## src/rtl/i2c_tgt_pkg.sv

```systemverilog
// Shared types for the I2C register-access target.
// Assumes: nothing beyond IEEE 1800-2017.
package i2c_tgt_pkg;

    // Protocol position of the target.
    typedef enum logic [2:0] {
        ST_IDLE,   // no transfer addressed to this target
        ST_RX,     // shifting a byte in from the host
        ST_RACK,   // target acknowledge slot
        ST_TX,     // shifting a byte out to the host
        ST_HACK,   // host acknowledge slot after a read byte
        ST_SKIP    // off the bus until START or STOP
    } tgt_state_e;

    // Meaning of the byte being received.
    typedef enum logic [1:0] {
        PH_CTRL,
        PH_ADDR,
        PH_DATA
    } rx_phase_e;

endpackage

```

## src/rtl/i2c_line_sync.sv

```systemverilog
// Brings SCL and SDA into the clock domain and reports bus events.
// Assumes: both lines are idle high at reset and each SCL phase lasts
// several clock cycles longer than the synchroniser depth.
module i2c_line_sync #(
    parameter int STAGES = 2
) (
    input  logic clk,
    input  logic rst_n,
    input  logic scl_i,
    input  logic sda_i,
    output logic scl_s,
    output logic sda_s,
    output logic scl_rise,
    output logic scl_fall,
    output logic start_det,
    output logic stop_det
);

    logic [STAGES-1:0] scl_pipe;
    logic [STAGES-1:0] sda_pipe;
    logic              scl_d;
    logic              sda_d;

    // Synchronise both lines and keep the previous synchronised value.
    always_ff @(posedge clk) begin
        if (!rst_n) begin
            scl_pipe <= '1;
            sda_pipe <= '1;
            scl_d    <= 1'b1;
            sda_d    <= 1'b1;
        end else begin
            scl_pipe <= {scl_pipe[STAGES-2:0], scl_i};
            sda_pipe <= {sda_pipe[STAGES-2:0], sda_i};
            scl_d    <= scl_pipe[STAGES-1];
            sda_d    <= sda_pipe[STAGES-1];
        end
    end

    // Decode edges and conditions from the current and previous samples.
    always_comb begin
        scl_s     = scl_pipe[STAGES-1];
        sda_s     = sda_pipe[STAGES-1];
        scl_rise  = scl_s & ~scl_d;
        scl_fall  = ~scl_s & scl_d;
        start_det = scl_s & scl_d & sda_d & ~sda_s;
        stop_det  = scl_s & scl_d & ~sda_d & sda_s;
    end

endmodule

```

## src/rtl/i2c_addr_ptr.sv

```systemverilog
// Register pointer with load, conditional increment and wrap, plus the
// shadow of the pointer-mode bit snooped from configuration writes.
// Assumes: load and inc are never raised in the same cycle.
module i2c_addr_ptr #(
    parameter int NREG = 11,
    parameter int AW   = 4
) (
    input  logic          clk,
    input  logic          rst_n,
    input  logic          load,
    input  logic [AW-1:0] load_val,
    input  logic          inc,
    input  logic          cfg_wr,
    input  logic          cfg_bit,
    output logic [AW-1:0] ptr,
    output logic          byte_mode
);

    localparam logic [AW-1:0] LAST = AW'(NREG - 1);

    // Pointer: load from an address byte or step with wrap when sequential.
    always_ff @(posedge clk) begin
        if (!rst_n) begin
            ptr <= '0;
        end else if (load) begin
            ptr <= load_val;
        end else if (inc && !byte_mode) begin
            ptr <= (ptr == LAST) ? '0 : ptr + 1'b1;
        end
    end

    // Mode shadow: follows the selected bit of every configuration write.
    always_ff @(posedge clk) begin
        if (!rst_n) begin
            byte_mode <= 1'b0;
        end else if (cfg_wr) begin
            byte_mode <= cfg_bit;
        end
    end

endmodule

```

## src/rtl/i2c_regport_target.sv

```systemverilog
// I2C target that maps bus transfers onto a single-cycle register port.
// Control byte = {DEV_ID, hardware address, R/W}; then a register address
// byte; then data. Writes are committed at the eighth rising SCL edge of a
// data byte; the pointer moves at the end of the following ACK slot.
// Assumes: reg_rdata_i reflects reg_addr_o combinationally or within a few
// cycles; SCL is slow relative to clk; no clock stretching is required.
module i2c_regport_target
    import i2c_tgt_pkg::*;
#(
    parameter int          NREG        = 11,
    parameter logic [3:0]  DEV_ID      = 4'b0100,
    parameter int          RO_ADDR     = 8,
    parameter int          CFG_ADDR    = 5,
    parameter int          MODE_BIT    = 5,
    parameter int          SYNC_STAGES = 2,
    localparam int         AW          = $clog2(NREG)
) (
    input  logic          clk,
    input  logic          rst_n,
    input  logic          scl_i,
    input  logic          sda_i,
    input  logic [2:0]    hw_addr_i,
    output logic          sda_oe_o,
    output logic [AW-1:0] reg_addr_o,
    output logic          reg_wr_o,
    output logic [7:0]    reg_wdata_o,
    input  logic [7:0]    reg_rdata_i
);

    localparam logic [AW-1:0] RO_PTR  = AW'(RO_ADDR);
    localparam logic [AW-1:0] CFG_PTR = AW'(CFG_ADDR);
    localparam logic [7:0]    LIMIT   = 8'(NREG);

    logic          scl_s, sda_s, scl_rise, scl_fall, start_det, stop_det;
    logic          hw_valid;
    logic [2:0]    hw_lat;
    tgt_state_e    st;
    rx_phase_e     phase;
    logic [3:0]    bcnt;
    logic [6:0]    rx_sh;
    logic [6:0]    tx_sh;
    logic [7:0]    byte_nxt;
    logic          ack_en;
    logic          rd_req;
    logic          ptr_load;
    logic [AW-1:0] load_val;
    logic          ptr_inc;
    logic [AW-1:0] ptr;
    logic          byte_mode;
    logic          cfg_wr;
    logic          ctrl_match;
    logic          addr_ok;

    i2c_line_sync #(.STAGES(SYNC_STAGES)) u_sync (
        .clk      (clk),
        .rst_n    (rst_n),
        .scl_i    (scl_i),
        .sda_i    (sda_i),
        .scl_s    (scl_s),
        .sda_s    (sda_s),
        .scl_rise (scl_rise),
        .scl_fall (scl_fall),
        .start_det(start_det),
        .stop_det (stop_det)
    );

    i2c_addr_ptr #(.NREG(NREG), .AW(AW)) u_ptr (
        .clk      (clk),
        .rst_n    (rst_n),
        .load     (ptr_load),
        .load_val (load_val),
        .inc      (ptr_inc),
        .cfg_wr   (cfg_wr),
        .cfg_bit  (reg_wdata_o[MODE_BIT]),
        .ptr      (ptr),
        .byte_mode(byte_mode)
    );

    // Hardware address: capture once on the first clock after reset.
    always_ff @(posedge clk) begin
        if (!rst_n) begin
            hw_valid <= 1'b0;
            hw_lat   <= '0;
        end else if (!hw_valid) begin
            hw_valid <= 1'b1;
            hw_lat   <= hw_addr_i;
        end
    end

    // Byte decode: the byte as it will stand after the current SCL rise.
    always_comb begin
        byte_nxt   = {rx_sh, sda_s};
        ctrl_match = (byte_nxt[7:1] == {DEV_ID, hw_lat});
        addr_ok    = (byte_nxt < LIMIT);
        cfg_wr     = reg_wr_o && (reg_addr_o == CFG_PTR);
        reg_addr_o = ptr;
    end

    // Protocol engine: bit counting, ACK slots, shifting and register strobes.
    always_ff @(posedge clk) begin
        if (!rst_n) begin
            st          <= ST_IDLE;
            phase       <= PH_CTRL;
            bcnt        <= '0;
            rx_sh       <= '0;
            tx_sh       <= '0;
            ack_en      <= 1'b0;
            rd_req      <= 1'b0;
            sda_oe_o    <= 1'b0;
            reg_wr_o    <= 1'b0;
            reg_wdata_o <= '0;
            ptr_load    <= 1'b0;
            load_val    <= '0;
            ptr_inc     <= 1'b0;
        end else begin
            reg_wr_o <= 1'b0;
            ptr_load <= 1'b0;
            ptr_inc  <= 1'b0;
            if (start_det) begin
                st       <= ST_RX;
                phase    <= PH_CTRL;
                bcnt     <= '0;
                sda_oe_o <= 1'b0;
            end else if (stop_det) begin
                st       <= ST_IDLE;
                bcnt     <= '0;
                sda_oe_o <= 1'b0;
            end else begin
                case (st)
                    ST_RX: begin
                        if (scl_rise && bcnt < 4'd8) begin
                            rx_sh <= byte_nxt[6:0];
                            bcnt  <= bcnt + 1'b1;
                            if (bcnt == 4'd7) begin
                                case (phase)
                                    PH_CTRL: begin
                                        ack_en <= ctrl_match;
                                        rd_req <= byte_nxt[0];
                                    end
                                    PH_ADDR: begin
                                        ack_en   <= addr_ok;
                                        ptr_load <= addr_ok;
                                        load_val <= byte_nxt[AW-1:0];
                                    end
                                    default: begin
                                        ack_en      <= 1'b1;
                                        reg_wr_o    <= (ptr != RO_PTR);
                                        reg_wdata_o <= byte_nxt;
                                    end
                                endcase
                            end
                        end else if (scl_fall && bcnt == 4'd8) begin
                            if (ack_en) begin
                                st       <= ST_RACK;
                                sda_oe_o <= 1'b1;
                            end else begin
                                st <= ST_SKIP;
                            end
                        end
                    end
                    ST_RACK: begin
                        if (scl_fall) begin
                            sda_oe_o <= 1'b0;
                            bcnt     <= '0;
                            case (phase)
                                PH_CTRL: begin
                                    if (rd_req) begin
                                        tx_sh    <= reg_rdata_i[6:0];
                                        sda_oe_o <= ~reg_rdata_i[7];
                                        st       <= ST_TX;
                                    end else begin
                                        phase <= PH_ADDR;
                                        st    <= ST_RX;
                                    end
                                end
                                PH_ADDR: begin
                                    phase <= PH_DATA;
                                    st    <= ST_RX;
                                end
                                default: begin
                                    ptr_inc <= 1'b1;
                                    st      <= ST_RX;
                                end
                            endcase
                        end
                    end
                    ST_TX: begin
                        if (scl_fall) begin
                            if (bcnt == 4'd7) begin
                                sda_oe_o <= 1'b0;
                                bcnt     <= '0;
                                st       <= ST_HACK;
                            end else begin
                                sda_oe_o <= ~tx_sh[6];
                                tx_sh    <= {tx_sh[5:0], 1'b0};
                                bcnt     <= bcnt + 1'b1;
                            end
                        end
                    end
                    ST_HACK: begin
                        if (scl_rise) begin
                            if (sda_s) begin
                                st <= ST_SKIP;
                            end else begin
                                ptr_inc <= 1'b1;
                            end
                        end else if (scl_fall) begin
                            tx_sh    <= reg_rdata_i[6:0];
                            sda_oe_o <= ~reg_rdata_i[7];
                            bcnt     <= '0;
                            st       <= ST_TX;
                        end
                    end
                    default: ;
                endcase
            end
        end
    end

endmodule

```

## config.mk

```make
export PLATFORM = sky130hd
export DESIGN_NAME = i2c_regport_target
export DESIGN_NICKNAME = d
export VERILOG_FILES = /design/src/rtl/i2c_tgt_pkg.sv /design/src/rtl/i2c_line_sync.sv /design/src/rtl/i2c_addr_ptr.sv /design/src/rtl/i2c_regport_target.sv
export SDC_FILE = /design/constraint.sdc
export NUM_CORES = 1
export LEC_CHECK = 0
export BUFFER_PORTS_ARGS = -buffer_cell sky130_fd_sc_hd__buf_2
export CAP_MARGIN = 10
export CORE_UTILIZATION = 24
export CTS_BUF_LIST = sky130_fd_sc_hd__clkbuf_16
export DETAILED_ROUTE_END_ITERATION = 6
export GPL_TIMING_DRIVEN = 1
export MAX_ROUTING_LAYER = met4
export PLACE_DENSITY = 0.49
export SYNTH_ARGS = -nofsm -noshare
export SYNTH_HDL_FRONTEND = slang
export SYNTH_HIERARCHICAL = 1
export SYNTH_SLANG_ARGS = --single-unit
export TNS_END_PERCENT = 30
```

## constraint.sdc

```tcl
create_clock -name clk -period 2.6 [get_ports clk]
set_clock_uncertainty 0.2 [all_clocks]
set_input_delay 0.52 -clock clk [delete_from_list [all_inputs] [get_ports clk]]
set_output_delay 0.52 -clock clk [all_outputs]
set_load 0.02 [all_outputs]
```

==> results of run 1 <==
[critical path, stage by stage, from the launching register on]
cell	delay, ns
dfxtp_1	0.45
and2b_1	0.52
o21ai_1	0.22
nor3b_2	0.26
buf_4	0.22
nand3_1	0.09
o211a_1	0.13
[power by group through the flow]
stage / logic, mW / registers (mW) / clock network [mW]
after floorplan: 0.0424 / 0.890 / 0
after global placement: 0.0682 / 0.894 / 0
after CTS: 0.0680 / 0.874 / 0.717
final: 0.0667 / 0.873 / 0.686
after detailed placement: 0.0677 / 0.894 / 0
after global routing: 0.0752 / 0.875 / 0.756
[registers in the layout, summed over array words and instances, names as in the netlist, 3 cells and up]
signal / cells
reg_wdata_o: 8
load_val: 4
st: 3
u_ptr/ptr: 4
hw_lat: 3
bcnt: 4
rx_sh: 7
tx_sh: 7
[logic make-up (layout without fill, tap and decap cells)]
kind of cell / Yosys count / count (layout)
mux: 14 / 14
flops: 56 / 56
buf+inv: 23 / 53
compound gates: 63 / 63
fa+ha+maj: 2 / 2
xor+xnor: 6 / 6
simple gates: 136 / 136
[synthesized netlist by cell type, drive strengths merged, types with 2 or more instances]
master	n
a211oi	2
a21boi	2
a21oi	11
a31oi	4
and2b	2
and4b	2
buf	5
clkbuf	8
dfxtp	56
ha	2
inv	10
mux2i	14
nand2	28
nand2b	10
nand3	32
nand3b	3
nand4	3
nor2	20
nor2b	14
nor3	3
nor3b	3
nor4	3
nor4b	4
o211a	7
o211ai	3
o21ai	22
o221ai	2
or2	2
xnor2	6
[area by class of cell]
cell class | instances | area [sq um]
multi-input cells | 221 | 1409
flip-flops and latches | 56 | 1121
inverters | 10 | 37.54
repair buffers | 35 | 205.2
clock inverters | 3 | 27.53
fillers | 1114 | 7413
well taps | 136 | 170.2
clock buffers | 5 | 125.1
[metal layers]
metal / GRT usage [%] / wire length, microns / up-vias
met5: - / 0 / -
met3: 1.824 / 161 / 9
met4: 5.284 / 138 / 0
li1: - / - / 1142
met2: 16.82 / 2563 / 35
met1: 15.15 / 2980 / 1006
[worst max path at each step]
stage | to | cells after the start
after floorplan | reg_wdata_o[3] | 7
after global placement | tx_sh[6] | 6
after detailed placement | tx_sh[6] | 6
after CTS | tx_sh[6] | 6
after global routing | load_val[0] | 6
final | tx_sh[6] | 6
[per-stage QoR]
stage / hold slack, ns / setup WS, ns / std cells
after CTS: 0.2113 / 0.4139 / 466
after global routing: 0.2120 / 0.2308 / 466
final: 0.2143 / 0.4109 / 466
after detailed placement: 0.2013 / 0.4196 / 458
after floorplan: 0.1863 / 0.4062 / 300
after global placement: 0.2179 / 0.3748 / 458
==> metrics.txt, run 1 <==
register area share after synthesis=42.48%; cell accounting for the most synthesized area=dfxtp_1; Internal Power=1.261 mW; largest cells by area after synthesis=dfxtp_1 (42%), nand3_1 (6.1%), mux2i_1 (5.3%), nand2_1 (4.0%), nor2b_1 (3.3%); top cell type's share of synthesized area=between 40% and 50%; via count=2192; Setup-failing EPs final=0; Hold Path Cell Cnt=2; Main synth FF type=dfxtp_1; Synth async-reset ratio=0%; #FFs+latches synth=56; nets@finish=346; worst slew pin tran=around 0.62 ns; r2r endpoint=tx_sh[6]; Num CTS Buffers=5; Period Utilization, post-route=84.20%; Setup crit end kind=flop; commonest non-fill, non-tap cell in the layout=dfxtp_1; crit path kind=flop to flop; logic gate share of total power=4.1%; Setup TNS Final=0 ns; status=complete, no violations; FF-to-FF Start=st[2]; Initial Util=25.11%; worst hold path type=input pin to flop; Final Hold Viols=0; Max Cap Viol=0; largest net degree at the start of global routing=46; fin area=3095 sq um; post-DR wirelength/cell=between 10 and 15 microns; vias in the first global route=2087; CORE AREA=10510 sq um; Die X=106.9 microns; total gr overflow=0; # diodes=0; clock sinks=56; Worst-path clk slew=0.07 ns; Critical Path Source Type=flop; LEAKAGE=1.173 nW; CTS resizes=0; placed inst area=2943 sq um; Synth Area in Compound Gates=15.84%; CTS Buffer Depth=2; Max VDD drop=0.2722 mV; Max FO, Critical Path=15; DRC Markers=0; multiplexer area fraction after synthesis=roughly 5.3%; Slew HR=between 50% and 60%; commonest non-fill, non-tap cells in the layout=dfxtp_1 (56), nand3_1 (32), nand2_1 (28), buf_2 (28), nor2_1 (19); num ports=29; power per cell area=525.3 nW/um^2; Slew Limit Fails=0; Unique masters post-synth=55; Post-Synth Adder-Cell Area=0.9483%; crit path from=st[2]; Crit path required time=2.59 ns; DRT Pass-1 Iters=4; Seq pwr share=53.7%; hold endpoint=u_sync/scl_pipe[0]; Worst Path Arrival=2.18 ns; initial antenna violation count=0; CTS tree=yes; first-pass GRT wire length=around 10 mm; clk_lat worst skew=roughly 0.29 ns; Post-synth EDFFs=0; DIE AREA=11420 sq um; largest family of logic cells by synthesized area=simple AND/OR/NAND/NOR gates; Worst R2R Setup Slack=0.41 ns; post-layout util=29.46%; post-CTS setup buffers=0; initial DRC count=approximately 150; Routed Antenna Nets=0; Tot GR Track Use=11.37%; HP Start=scl_i; total power=1.626 mW; clock share of power=42.2%; HPWL after DPL=4.288 mm; Area growth syn-to-layout=17.31%; Max H-tree Level=2; Cell Area, Synth=2639 sq um; syn avg cell area=8.796 sq um; RSZ-0062 raised after global routing=false; shortest period the worst path allows=2.189 ns; Rows=37; Worst Reg-to-Reg Cells=6; xor/xnor share of the synthesized area=1.991%; DR vias/cell=4.704; Yosys Warn Count=6; Hold Buf Count CTS=0; root buf cell=clkbuf_16; syn_nets=between 300 and 400; Cells after Synth=300; GPL Wtd Cong=approximately 0.8; port bufs=28; post-synthesis simple-gate area fraction=29.30%; Max Freq=0.4568 GHz; share of layout cells above drive strength 1=16.67%; sw frac=22.48%; Net Sw Power=365.4 uW; die height=106.9 microns; final WL=5.843 mm
Note: power is estimated with default switching activity, not from simulation.
==> inputs of run 2 (changes only) <==
- PLACE_DENSITY: 0.49 -> 0.51
- clock period: 2.6 -> 2 ns (I/O delays scaled with it)
==> run 2 against run 1 <==
Critical path type unchanged. Non-clock buffer count is 23 higher. Register-to-register slack worse by 0.36 ns. Largest cell class unchanged. Utilization is 2.5 points higher. Sequential share of layout area is 2.4 points lower. Via count is 4.9% higher. First-iteration DRC count is 25% lower. Maximum frequency is 12% higher.
==> metrics.txt, run 2 (synthesis results as in run 1) <==
largest net degree at the start of global routing=41 (was 46); Area growth syn-to-layout=27.22% (was 17.31%); Num CTS Buffers=5 (unchanged); Rows=37 (unchanged); Slew Limit Fails=0 (unchanged); Setup-failing EPs final=0 (unchanged); initial DRC count=115 (was 154); logic gate share of total power=4.8% (was 4.1%); power per cell area=637.5 nW/um^2 (was 525.3 nW/um^2); Max H-tree Level=2 (unchanged); DR WL met2=2.789 mm (was 2.563 mm); shortest period the worst path allows=1.947 ns (was 2.189 ns); crit path kind=flop to flop (unchanged); Routed Antenna Nets=0 (unchanged); Top Metal Used=met4 (unchanged); Metal-1 WL=3.075 mm (was 2.980 mm); Worst-path clk slew=0.08 ns (was 0.07 ns); Period Utilization, post-route=97.36% (was 84.20%); root buf cell=clkbuf_16 (unchanged); DIE AREA=11420 sq um (unchanged); HPWL after DPL=4.488 mm (was 4.288 mm); Tot GR Track Use=11.56% (was 11.37%); total gr overflow=0 (unchanged); Max VDD drop=0.3523 mV (was 0.2722 mV); Seq pwr share=53.0% (was 53.7%); Slew HR=75.29% (was 58.34%); total power=2.140 mW (was 1.626 mW); nets@finish=369 (was 346); worst slew pin tran=0.3706 ns (was 0.6249 ns); die height=106.9 microns (unchanged); Initial Util=25.11% (unchanged); commonest non-fill, non-tap cell in the layout=dfxtp_1 (unchanged); CTS Buffer Depth=2 (unchanged); initial antenna violation count=0 (unchanged); biggest regs=reg_wdata_o x8, rx_sh x7, tx_sh x7 (unchanged); worst hold path type=input pin to flop (unchanged); Die X=106.9 microns (unchanged); first-pass GRT wire length=10.25 mm (was 10.08 mm); GPL Wtd Cong=0.8330 (was 0.7907); Crit path largest cell delay=0.50 ns (was 0.52 ns); # diodes=0 (unchanged); status=complete, no violations (unchanged); Max FO, Critical Path=7 (was 15); CORE AREA=10510 sq um (unchanged); Routed met3 length=297 microns (was 161 microns); Max Cap Viol=0 (unchanged); DRT Pass-1 Iters=5 (was 4); Net Sw Power=493.4 uW (was 365.4 uW); DR vias/cell=4.701 (was 4.704); share of layout cells above drive strength 1=26.63% (was 16.67%); num ports=29 (unchanged); Worst Path Arrival=1.94 ns (was 2.18 ns); vias in the first global route=2118 (was 2087); Setup crit end kind=flop (unchanged); port bufs=28 (unchanged); CTS tree=yes (unchanged); clock share of power=42.2% (about the same); slowest CP cell=or4b_4 (was and2b_1); register bank with the most flops=reg_wdata_o (unchanged); fillers=1107 (was 1114); DRC Markers=0 (unchanged); Internal Power=1.647 mW (was 1.261 mW); Max Freq=0.5136 GHz (was 0.4568 GHz); hold_ws=0.09713 ns (was 0.2143 ns); commonest non-fill, non-tap cells in the layout=dfxtp_1 (49), nand3_1 (32), buf_2 (29), nand2_1 (28), buf_4 (26) (was dfxtp_1 (56), nand3_1 (32), nand2_1 (28), buf_2 (28), nor2_1 (19)); Critical Path Source Type=flop (unchanged); RSZ-0062 raised after global routing=true (was false); Largest register FFs=8 (unchanged); clock sinks=56 (unchanged); LEAKAGE=1.310 nW (was 1.173 nW); Final Hold Viols=0 (unchanged); clk_lat worst skew=0.29 ns (about the same); final WL=6.283 mm (was 5.843 mm); via count=2299 (was 2192); crit path cell chain=or4b_4 > o211ai_1 > nor3b_4 > buf_6 > nand3_1 > o211a_1 (was and2b_1 > o21ai_1 > nor3b_2 > buf_4 > nand3_1 > o211a_1); post-DR wirelength/cell=12.85 microns (was 12.54 microns); sw frac=23.05% (was 22.48%); Hold Buf Count CTS=0 (unchanged); post-layout util=31.94% (was 29.46%); Crit path required time=1.99 ns (was 2.59 ns)
run 2: cell types whose count changed in the layout (fill, tap and decap cells not counted), sizes merged:
cell and delta:
buf +23
run 2: area by class of cell:
cell class	instances	area (sq um)	area share, %
multi-input cells	221	1479	44.06
inverters	10	37.54	1.118
repair buffers	58	382.9	11.41
clock buffers	5	125.1	3.727
clock inverters	3	27.53	0.8200
well taps	136	170.2	5.069
flip-flops and latches	56	1135	33.81
run 2: stage by stage:
step	setup TNS, ns	cell area [sq um]	instances	setup slack, ns
2_1_floorplan	0	2661	300	0.008389
3_3_place_gp	0	3090	476	0.01970
3_5_place_dp	0	3090	476	0.004419
4_1_cts	0	3249	484	0.009564
5_1_grt	-0.08639	3357	489	-0.03422
6_report	0	3357	489	0.05277
run 2: critical path: cells and delay by family (launching register included):
family | cells | cell delay, ns
DFF | 1 | 0.38
buffers and inverters | 1 | 0.16
AOI/OAI and AO/OA | 2 | 0.26
and+or+nand+nor | 3 | 0.83
run 2: power by group through the flow:
stage / clock network [mW] / logic (mW) / registers (mW)
5_1_grt: 0.980 / 0.112 / 1.14
3_5_place_dp: 0 / 0.0944 / 1.16
2_1_floorplan: 0 / 0.0557 / 1.16
4_1_cts: 0.933 / 0.0955 / 1.14
6_report: 0.904 / 0.102 / 1.13
3_3_place_gp: 0 / 0.0951 / 1.16
run 2: final timing paths:
check,from,end,slack [ns],depth (start not counted)
max,st[0],tx_sh[4],0.05,6
min,sda_i,u_sync/sda_pipe[0],0.1,2
max reg2reg,st[0],tx_sh[4],0.05,6
min reg2reg,u_sync/scl_pipe[0],u_sync/scl_pipe[1],0.22,1
run 2: timing repair:
action                     in CTS  in global routing
pin swaps                       0                  2
gates cloned                    0                  1
resized for setup               2                 19
setup endpoints to repair       9                 33
setup buffers                   0                  4
run 2: routing by layer:
layer | track usage (%) | up-vias
met1 | 15.53 | 1062
met3 | 2.553 | 9
met5 | - | -
met2 | 17.14 | 46
li1 | - | 1182
met4 | 3.816 | 0
==> inputs of run 3 (changes only) <==
- HOLD_SLACK_MARGIN: not set -> 0.02
- PLACE_DENSITY: 0.51 -> 0.49
- clock period: 2 -> 2.4 ns (I/O delays scaled with it)
==> run 3 against run 2 <==
Wire length is 6.2% lower. Critical path depth stayed put. Setup slack better by 0.16 ns. Critical endpoint is now rx_sh[5]. Largest power group unchanged. Highest routed layer unchanged.
==> metrics.txt, run 3 (synthesis results as in run 1) <==
status=complete, no violations (unchanged); Worst Path Arrival=2.18 ns (was 1.94 ns); GPL Wtd Cong=0.7853 (was 0.8330); Final Hold Viols=0 (unchanged); CORE AREA=10510 sq um (unchanged); setup slack after layout=0.2081 ns (was 0.05277 ns); HPWL after DPL=4.227 mm (was 4.488 mm); Worst-path clk slew=0.07 ns (was 0.08 ns); Worst R2R Setup Slack=0.21 ns (was 0.05 ns); nets@finish=349 (was 369); port bufs=28 (unchanged); Hold Buf Count CTS=0 (unchanged); CTS Buffer Depth=2 (unchanged); Worst Reg-to-Reg Cells=6 (unchanged); via count=2212 (was 2299); shortest period the worst path allows=2.192 ns (was 1.947 ns); post-DR wirelength/cell=12.57 microns (was 12.85 microns); total power=1.765 mW (was 2.140 mW); Rows=37 (unchanged); Seq pwr share=53.5% (was 53.0%); first-pass GRT wire length=10.19 mm (was 10.25 mm); worst hold path type=input pin to flop (unchanged); Routed Antenna Nets=0 (unchanged); DRT Pass-1 Iters=4 (was 5); Critical Path Source Type=flop (unchanged); logic gate share of total power=4.3% (was 4.8%); fillers=1132 (was 1107); Setup-failing EPs final=0 (unchanged); vias in the first global route=2099 (was 2118); Die X=106.9 microns (unchanged); pre-CTS setup slack=0.2105 ns (was 0.004419 ns); num ports=29 (unchanged); CTS resizes=0 (was 2); Max Cap Viol=0 (unchanged); Period Utilization, post-route=91.33% (was 97.36%); biggest regs=reg_wdata_o x8, rx_sh x7, tx_sh x7 (unchanged); Area growth syn-to-layout=18.11% (was 27.22%); die height=106.9 microns (unchanged); clock sinks=56 (unchanged); commonest non-fill, non-tap cells in the layout=dfxtp_1 (56), nand3_1 (32), nand2_1 (28), buf_2 (28), nor2_1 (19) (was dfxtp_1 (49), nand3_1 (32), buf_2 (29), nand2_1 (28), buf_4 (26)); Placed Cells=461 (was 476); power per cell area=566.3 nW/um^2 (was 637.5 nW/um^2); root buf cell=clkbuf_16 (unchanged); RSZ-0062 raised after global routing=false (was true); crit path kind=flop to flop (unchanged); worst slew pin tran=0.5554 ns (was 0.3706 ns); Internal Power=1.364 mW (was 1.647 mW); Slew HR=62.97% (was 75.29%); # diodes=0 (unchanged); share of layout cells above drive strength 1=17.42% (was 26.63%); Crit path required time=2.39 ns (was 1.99 ns); final WL=5.896 mm (was 6.283 mm); critical path endpoint=rx_sh[5] (was tx_sh[4]); DR WL met2=2.664 mm (was 2.789 mm); DRC Markers=0 (unchanged); Tot GR Track Use=11.38% (was 11.56%); Max VDD drop=0.3267 mV (was 0.3523 mV); sw frac=22.70% (was 23.05%); total gr overflow=0 (unchanged); DR vias/cell=4.716 (was 4.701); multi-input logic area=1409 sq um (was 1479 sq um); Max Freq=0.4562 GHz (was 0.5136 GHz); crit path from=u_sync/scl_pipe[1] (was st[0]); Setup TNS Final=0 ns (unchanged); initial antenna violation count=0 (unchanged); Setup crit end kind=flop (unchanged); Seq. cell area=1121 sq um (was 1135 sq um); post-CTS setup buffers=0 (unchanged); Final Non-Filler Cells=469 (was 489); FF-to-FF Start=u_sync/scl_pipe[1] (was st[0]); Net Sw Power=400.7 uW (was 493.4 uW); largest net degree at the start of global routing=59 (was 41); clk_lat worst skew=0.29 ns (about the same); Initial Util=25.11% (unchanged); Routed met3 length=119 microns (was 297 microns); Top Metal Used=met4 (unchanged); Largest register FFs=8 (unchanged); DIE AREA=11420 sq um (unchanged); Max H-tree Level=2 (unchanged); commonest non-fill, non-tap cell in the layout=dfxtp_1 (unchanged); Num CTS Buffers=5 (unchanged); clock share of power=42.2% (about the same); register bank with the most flops=reg_wdata_o (unchanged); Slew Limit Fails=0 (unchanged); r2r endpoint=rx_sh[5] (was tx_sh[4]); initial DRC count=114 (was 115); post-layout util=29.66% (was 31.94%); LEAKAGE=1.185 nW (was 1.310 nW); Max FO, Critical Path=7 (unchanged); Metal-1 WL=3.020 mm (was 3.075 mm); CTS tree=yes (unchanged)
run 3: worst min-delay path by stage:
stage	start	depth (start not counted)	slack, ns	end
floorplan	u_sync/scl_pipe[0]	1	0.19	u_sync/scl_pipe[1]
global placement	u_sync/sda_pipe[0]	1	0.21	u_sync/sda_pipe[1]
detailed placement	u_sync/scl_pipe[0]	1	0.19	u_sync/scl_pipe[1]
CTS	sda_i	2	0.18	u_sync/sda_pipe[0]
global route	sda_i	2	0.21	u_sync/sda_pipe[0]
finish	sda_i	2	0.19	u_sync/sda_pipe[0]
run 3: worst max-delay path, stage by stage (launching register included):
cell and delay (ns):
dfxtp_1 0.38, nor2b_1 0.35, nand4bb_1 0.22, or2_1 0.28, nor2_2 0.38, mux2i_1 0.24
nor2b_1 0.06
run 3: through the flow:
| step | cell area [sq um] | hold slack [ns] |
|---|---|---|
| 3_3_place_gp | 2965 | 0.2082 |
| 3_5_place_dp | 2965 | 0.1929 |
| 6_report | 3117 | 0.1859 |
| 2_1_floorplan | 2639 | 0.1863 |
| 4_1_cts | 3117 | 0.1764 |
| 5_1_grt | 3117 | 0.2131 |
run 3: per-layer routing:
metal,up-vias,global-route usage (%)
met3,5,1.520
li1,1139,-
met2,36,17.51
met4,0,4.403
met5,-,-
met1,1032,15.13
run 3: cell type report:
cell class	instances	area share (%)
Clock buffer	5	4.014
Clock inverter	3	0.8430
Inverter	10	1.204
Multi-Input combinational cell	221	45.20
Sequential cell	56	35.97
Tap cell	136	5.460
Timing Repair Buffer	38	7.306
run 3: power by group through the flow:
| stage | sequential [mW] | clock (mW) | combinational (mW) |
|---|---|---|---|
| final | 0.944 | 0.745 | 0.0757 |
| after global routing | 0.946 | 0.818 | 0.0855 |
| after CTS | 0.945 | 0.775 | 0.0769 |
| after detailed placement | 0.967 | 0 | 0.0765 |
| after global placement | 0.966 | 0 | 0.0770 |
| after floorplan | 0.964 | 0 | 0.0459 |
